### config.mk
export PLATFORM = sky130hd
export DESIGN_NAME = sram_win_dec
export DESIGN_NICKNAME = d
export VERILOG_FILES = /design/src/rtl/sram_win_pkg.sv /design/src/rtl/sram_win_decode.sv /design/src/rtl/sram_win_bankreg.sv /design/src/rtl/sram_win_addrmux.sv /design/src/rtl/sram_win_dec.sv
export SDC_FILE = /design/constraint.sdc
export NUM_CORES = 1
export LEC_CHECK = 0
export BUFFER_PORTS_ARGS = -buffer_cell sky130_fd_sc_hd__buf_2
export CAP_MARGIN = 30
export CORE_MARGIN = 2
export CORE_UTILIZATION = 31
export CTS_CLUSTER_DIAMETER = 200
export DETAILED_ROUTE_END_ITERATION = 16
export PLACE_DENSITY_LB_ADDON = 0.15
export SYNTH_ARGS = -nofsm -noshare
export SYNTH_HDL_FRONTEND = slang
export SYNTH_HIERARCHICAL = 1
export SYNTH_SLANG_ARGS = --single-unit
### constraint.sdc
create_clock -name clk -period 0.83 [get_ports clk]
set_input_delay 0.083 -clock clk [delete_from_list [all_inputs] [get_ports clk]]
set_output_delay 0.083 -clock clk [all_outputs]
set_load 0.1 [all_outputs]
### src/rtl/sram_win_pkg.sv
package sram_win_pkg;
  // window indices into the decode vector
  localparam int WIN_BANK = 0;
  localparam int WIN_FONT = 1;
  localparam int WIN_SND  = 2;
  localparam int WIN_BREG = 3;
  localparam int WIN_N    = 4;

  typedef logic [WIN_N-1:0] hit_vec_t;
endpackage

### src/rtl/sram_win_decode.sv
module sram_win_decode
  import sram_win_pkg::*;
#(
  parameter int          CPU_AW    = 16,
  parameter int          BANK_AW   = 14,
  parameter int          FONT_AW   = 11,
  parameter int          SND_AW    = 4,
  parameter logic [15:0] BANK_BASE = 16'h4000,
  parameter logic [15:0] FONT_BASE = 16'h3800,
  parameter logic [15:0] SND_BASE  = 16'h0500,
  parameter logic [15:0] BREG_ADDR = 16'h0510
) (
  input  logic [CPU_AW-1:0] addr,
  output hit_vec_t          hit
);
  // per-window size in address bits, and base address
  localparam int          WSZ  [WIN_N] = '{BANK_AW, FONT_AW, SND_AW, 0};
  localparam logic [15:0] WBASE[WIN_N] = '{BANK_BASE, FONT_BASE, SND_BASE, BREG_ADDR};

  for (genvar i = 0; i < WIN_N; i++) begin : g_win
    if (WSZ[i] == 0) begin : g_exact
      assign hit[i] = (addr == WBASE[i][CPU_AW-1:0]);
    end else begin : g_range
      assign hit[i] = (addr[CPU_AW-1:WSZ[i]] == WBASE[i][CPU_AW-1:WSZ[i]]);
    end
  end
endmodule

### src/rtl/sram_win_bankreg.sv
module sram_win_bankreg #(
  parameter int DATA_W = 8,
  parameter int BANK_W = 5
) (
  input  logic              clk,
  input  logic              rst_n,
  input  logic              wr_en,
  input  logic [DATA_W-1:0] din,
  output logic [BANK_W-1:0] bank
);
  // upper data bits carry no bank information; modulo wrap by truncation
  logic unused_hi;
  assign unused_hi = ^din[DATA_W-1:BANK_W];

  always_ff @(posedge clk or negedge rst_n) begin
    if (!rst_n)     bank <= '0;
    else if (wr_en) bank <= din[BANK_W-1:0];
  end
endmodule

### src/rtl/sram_win_addrmux.sv
module sram_win_addrmux #(
  parameter int CPU_AW  = 16,
  parameter int SRAM_AW = 19,
  parameter int BANK_AW = 14,
  parameter int FONT_AW = 11
) (
  input  logic [CPU_AW-1:0]          addr,
  input  logic [SRAM_AW-BANK_AW-1:0] bank,
  input  logic                       font_sel,
  output logic [SRAM_AW-1:0]         sram_addr
);
  localparam int FONT_TOP_W = SRAM_AW - FONT_AW;

  logic [SRAM_AW-1:0] banked_a, font_a;
  logic               unused_hi;

  assign unused_hi = ^addr[CPU_AW-1:BANK_AW];
  assign banked_a  = {bank, addr[BANK_AW-1:0]};
  assign font_a    = {{FONT_TOP_W{1'b1}}, addr[FONT_AW-1:0]};
  assign sram_addr = font_sel ? font_a : banked_a;
endmodule

### src/rtl/sram_win_dec.sv
module sram_win_dec
  import sram_win_pkg::*;
#(
  parameter int CPU_AW  = 16,
  parameter int DATA_W  = 8,
  parameter int SRAM_AW = 19,
  parameter int BANK_AW = 14,
  parameter int FONT_AW = 11
) (
  input  logic               clk,
  input  logic               rst_n,
  input  logic [CPU_AW-1:0]  cpu_addr,
  input  logic               cpu_rnw,
  input  logic               cpu_phase,
  input  logic [DATA_W-1:0]  cpu_data,
  input  logic               ext_ram_en_n,
  input  logic               ext_snd_en,
  output logic [SRAM_AW-1:0] sram_addr,
  output logic               sram_ce_n,
  output logic               sram_oe_n,
  output logic               sram_we_n,
  output logic               snd_cs
);
  localparam int BANK_W = SRAM_AW - BANK_AW;

  hit_vec_t          hit;
  logic [BANK_W-1:0] bank;
  logic              ram_sel, bank_wr;

  sram_win_decode #(
    .CPU_AW (CPU_AW),
    .BANK_AW(BANK_AW),
    .FONT_AW(FONT_AW)
  ) u_decode (
    .addr(cpu_addr),
    .hit (hit)
  );

  assign bank_wr = hit[WIN_BREG] & ~cpu_rnw & cpu_phase;

  sram_win_bankreg #(
    .DATA_W(DATA_W),
    .BANK_W(BANK_W)
  ) u_bank (
    .clk  (clk),
    .rst_n(rst_n),
    .wr_en(bank_wr),
    .din  (cpu_data),
    .bank (bank)
  );

  sram_win_addrmux #(
    .CPU_AW (CPU_AW),
    .SRAM_AW(SRAM_AW),
    .BANK_AW(BANK_AW),
    .FONT_AW(FONT_AW)
  ) u_amux (
    .addr     (cpu_addr),
    .bank     (bank),
    .font_sel (hit[WIN_FONT]),
    .sram_addr(sram_addr)
  );

  // final selects: own decode AND external enable
  assign ram_sel   = (hit[WIN_BANK] | hit[WIN_FONT]) & ~ext_ram_en_n;
  assign sram_ce_n = ~ram_sel;
  assign sram_oe_n = ~(ram_sel & cpu_rnw);
  assign sram_we_n = ~(ram_sel & ~cpu_rnw & cpu_phase);
  assign snd_cs    = hit[WIN_SND] & ext_snd_en;
endmodule

==> results of run 1 <==
## cell families after synthesis
| kind of cell | Yosys count | share of synthesized area |
|---|---|---|
| AO/OA/AOI/OAI | 1 | 0.0374 |
| buffers and inverters | 12 | 0.198 |
| flip-flops | 5 | 0.287 |
| multiplexers | 5 | 0.129 |
| AND/OR/NAND/NOR | 22 | 0.348 |
## per-stage QoR
stage | instance area (um^2) | setup WS (ns) | TNS (ns)
2_1_floorplan | 495 | -0.385 | -2.72
3_3_place_gp | 1150 | -0.574 | -5.95
3_5_place_dp | 1150 | -0.595 | -6.13
## cell usage after synthesis (all sizes together)
cell type,n
buf,11
and3b,1
mux2,5
nor4,2
dfrtp,5
and4,1
nand2,2
nor4b,1
inv,1
or2,8
nand4,1
nor2b,1
nand3b,1
o21ba,1
and2,1
nor2,3
==> results.md, run 1 <==
* Placed cell count at approximately 120
* Outcome: aborted with a tool error
* Cells after synthesis at 45
* CTS Buf Count at 3
* Area contributors post-synth: dfrtp_1, buf_4, mux2_2
* Dominant cell type by area after synthesis: dfrtp_1
* Post-synthesis register bit count at 5
* Log Error: [ERROR DPL-0038] Utilization greater than 100%, impossible to legalize
* Yosys cell types at 17
* Clock Tree Buf Depth at 2
* Failed at: 4_1_cts
* Die X at about 41 um
* CTS Sinks at 5
* Die height at just over 40 um
* Synthesized area per cell at just under 10 um^2
* Rows at 13
* Setup bufs post-CTS at 7
* Sequential area share after synthesis at 0.287
* Post-CTS sizing at 17
* HPWL Detailed at ~1300 um
* Hold-fix buffers, CTS at 1
* Root buf cell: clkbuf_4
* Starting Density at 0.335
* Routability cong. at between 0.7 and 0.8
* # H-tree levels at 1
* Synth Cell Area at between 400 and 500 um^2
* IO buf count at around 50
* Syn_nets at 75
* Yosys top cell area share at 0.287
* I/O pin cnt at 53
* Ys Warns at 6
==> run 2, diff against run 1 <==
--- a/config.mk
+++ b/config.mk
@@ -7,10 +7,9 @@
 export LEC_CHECK = 0
 export BUFFER_PORTS_ARGS = -buffer_cell sky130_fd_sc_hd__buf_2
 export CAP_MARGIN = 30
-export CORE_MARGIN = 2
-export CORE_UTILIZATION = 31
-export CTS_CLUSTER_DIAMETER = 200
+export CORE_AREA = 2 2 63 65
 export DETAILED_ROUTE_END_ITERATION = 16
+export DIE_AREA = 0 0 65 67
 export PLACE_DENSITY_LB_ADDON = 0.15
 export SYNTH_ARGS = -nofsm -noshare
 export SYNTH_HDL_FRONTEND = slang
==> run 2 against run 1 <==
  * Area after synthesis stayed put
  * The flow now finishes, with violations (setup timing)
  * Synthesized cell count stayed put
==> results.md, run 2 <==
* Outcome: complete, but fails checks
* Failing checks: setup timing
* Synth Cell Area at about 440 um^2
* Slew headroom at 0.850
* Via-to-Cell Ratio at around 3.5
* Cells after synthesis at 45
* Crit Path Class: input port to output pin
* Drt drc at 0
* Syn_nets at 75
* Final period util at 1.49
* Worst-path maximum fanout at 2
* Buf+Inv Stages, Crit Path at 3
* Vias in the first global route at between 500 and 600
* Max reg flops at 5
* Largest net degree at the start of global routing at 9
* Power per cell area at roughly 1100 nW/um^2
* Yosys top cell area share at 0.287
* Dominant cell type by area after synthesis: dfrtp_1
* RSZ-0062 raised after global routing: true
* Die area at about 4400 um^2
* Clock Tree Buf Depth at 2
* Routability cong. at between 0.6 and 0.7
* Final worst setup slack at -0.408 ns
* Register Area at 125 um^2
* Setup-failing EPs final at 17
* Core area at around 3600 um^2
* Post-synthesis register bit count at 5
* CTS Buf Count at 3
* Clk Latency, worst-skew pair at between 0.2 and 0.25 ns
* Sequential area share after synthesis at 0.287
* Synthesized area per cell at just under 10 um^2
* Synth cell count leaders: buf_4, or2_1, dfrtp_1, mux2_2, nor2_1
* Rows at 22
* Commonest non-fill, non-tap cell in the layout: buf_12
* Pre-Repair DR Iteration Count at 2
* Worst setup EP type: output pin
* Worst-margin pin slew at around 0.22 ns
* Placed cell count at approximately 150
* Worst endpoint required time at roughly 0.75 ns
* Top reg by flops: u_bank/bank
* Clk_skew at 0 ns
* FF-to-FF path depth at 2
* Hold slack at 0.104 ns
* Starting Density at 0.121
* Hold Path Cell Cnt at 2
* Top FF cell, synth: dfrtp_1
* Global-route wire length before repair at 2550 um
* WP data arrival at 1.16 ns
* CP max-delay cell: nor4_4
* Fmax at ~0.81 GHz
* Slew Viols, Final at 0
* Max Cap Violations at 0
* Clock-pin transition on the worst setup and hold timing paths at 0.03 ns
* GRT overflow at 0
* Critical path depth at 7
* I/O pin cnt at 53
* Top Family by Delay on Critical Path: simple AND/OR/NAND/NOR gates
* Setup TNS at -5.34 ns
* Leakage power at 0.636 nW
* Most common cell in the synthesized netlist: buf_4
* Initial antenna violation count at 0
* Largest registers: u_bank/bank: 5 flops
* CTS Sinks at 5
* CTS tree: done
* VDD IR-drop max at ~730 uV
* ANT nets after route at 0
* Crit-path max cell delay at 0.28 ns
* Cells along the critical path: buf_8 > nor4_4 > nand4_1 > buf_4 > nor2_4 > and2_4 > buf_12
* Ys Warns at 6
* Via total after detailed routing at roughly 540
* Non-Filler Instances at about 150
* Yosys cell types at 17
* Fillers at approximately 360
* Total power at about 0.0014 W
* Final #Nets at 137
* Post-synth EDFFs at 0
* Core Util, Final at 0.368
* Root buf cell: clkbuf_8
* Hold Fails Final Rpt at 0
* Most frequent cells in the layout: buf_12, buf_2, buf_4
* Final worst path period need at 1.24 ns
* IO buf count at 49
* Routed wire per std cell at between 10 and 15 um
* Async S/R FF share, synth at 1.00
* Die X at roughly 65 um
* Area Growth Syn to Fin at 205%
* HPWL Detailed at ~1500 um
* Ant diodes at 0
* Multi-input logic area at 317 um^2
* HP Class: input port to flop
* Initial DRC count at 2
* Layout cells sized above 1 at 0.887
* All-Layer GR Usage at 0.0799
* Die height at 67 um
* DRT Wirelength at 1720 um
* Startpoint Class: input port
* Area contributors post-synth: dfrtp_1, buf_4, mux2_2
* # H-tree levels at 1
run 2: cell counts after synthesis:
Identical to the previous run, type by type.
run 2: cell families (layout without fill, tap and decap cells):
kind of cell / after synthesis / count (layout) / share of synthesized area
AO/OA/AOI/OAI: 1 / 1 / 0.0374
buffers and inverters: 12 / 73 / 0.198
flip-flops: 5 / 5 / 0.287
multiplexers: 5 / 5 / 0.129
AND/OR/NAND/NOR: 22 / 22 / 0.348
run 2: metal layers:
layer,vias to the layer above,part of all wire,global-route usage
met5,-,0,0
li1,263,-,-
met4,0,0.011,0.0319
met3,2,0.084,0.0287
met2,27,0.56,0.142
met1,251,0.35,0.0860
run 2: power breakdown:
part | internal, W | total (W) | switching [W]
Sequential | 0.000245 | 0.000245 | 0.0000000244
Combinational | 0.000313 | 0.000768 | 0.000455
Clock | 0.000328 | 0.000434 | 0.000105
Total | 0.000887 | 0.00145 | 0.000561
run 2: metrics by stage:
stage | setup slack (ns) | cell area, um^2
6_report | -0.408 | 1330
2_1_floorplan | -0.385 | 495
5_1_grt | -0.504 | 1330
3_3_place_gp | -0.671 | 1170
3_5_place_dp | -0.680 | 1170
4_1_cts | -0.441 | 1290
run 2: worst paths after layout:
| kind | from | to | slack, ns |
|---|---|---|---|
| max | cpu_addr[12] | snd_cs | -0.41 |
| max reg2reg | u_bank/bank[3]$_DFFE_PN0P_ | u_bank/bank[3]$_DFFE_PN0P_ | -0.05 |
| min in group asynchronous | rst_n | u_bank/bank[4]$_DFFE_PN0P_ | 0.21 |
| min reg2reg | u_bank/bank[2]$_DFFE_PN0P_ | u_bank/bank[2]$_DFFE_PN0P_ | 0.51 |
| min | cpu_data[2] | u_bank/bank[2]$_DFFE_PN0P_ | 0.10 |
| max in group asynchronous | rst_n | u_bank/bank[2]$_DFFE_PN0P_ | 0.49 |
run 2: final cells by class:
| class | count | share of cell area |
|---|---|---|
| sequential | 5 | 0.0942 |
| inverter | 1 | 0.00565 |
| timing repair buffer | 68 | 0.583 |
| multi-input combinational | 28 | 0.238 |
| tap | 48 | 0.0452 |
| clock buffer | 4 | 0.0339 |
run 2: repair_timing:
item                                    in CTS  in global routing
pin swaps                                   18                 11
buffers inserted                             1                  3
hold buffers                                 1                  0
endpoints found under the hold margin        5                  0
endpoints found under the setup margin      17                 17
gates resized for setup                     14                  3
Note: power is estimated with default switching activity, not from simulation.
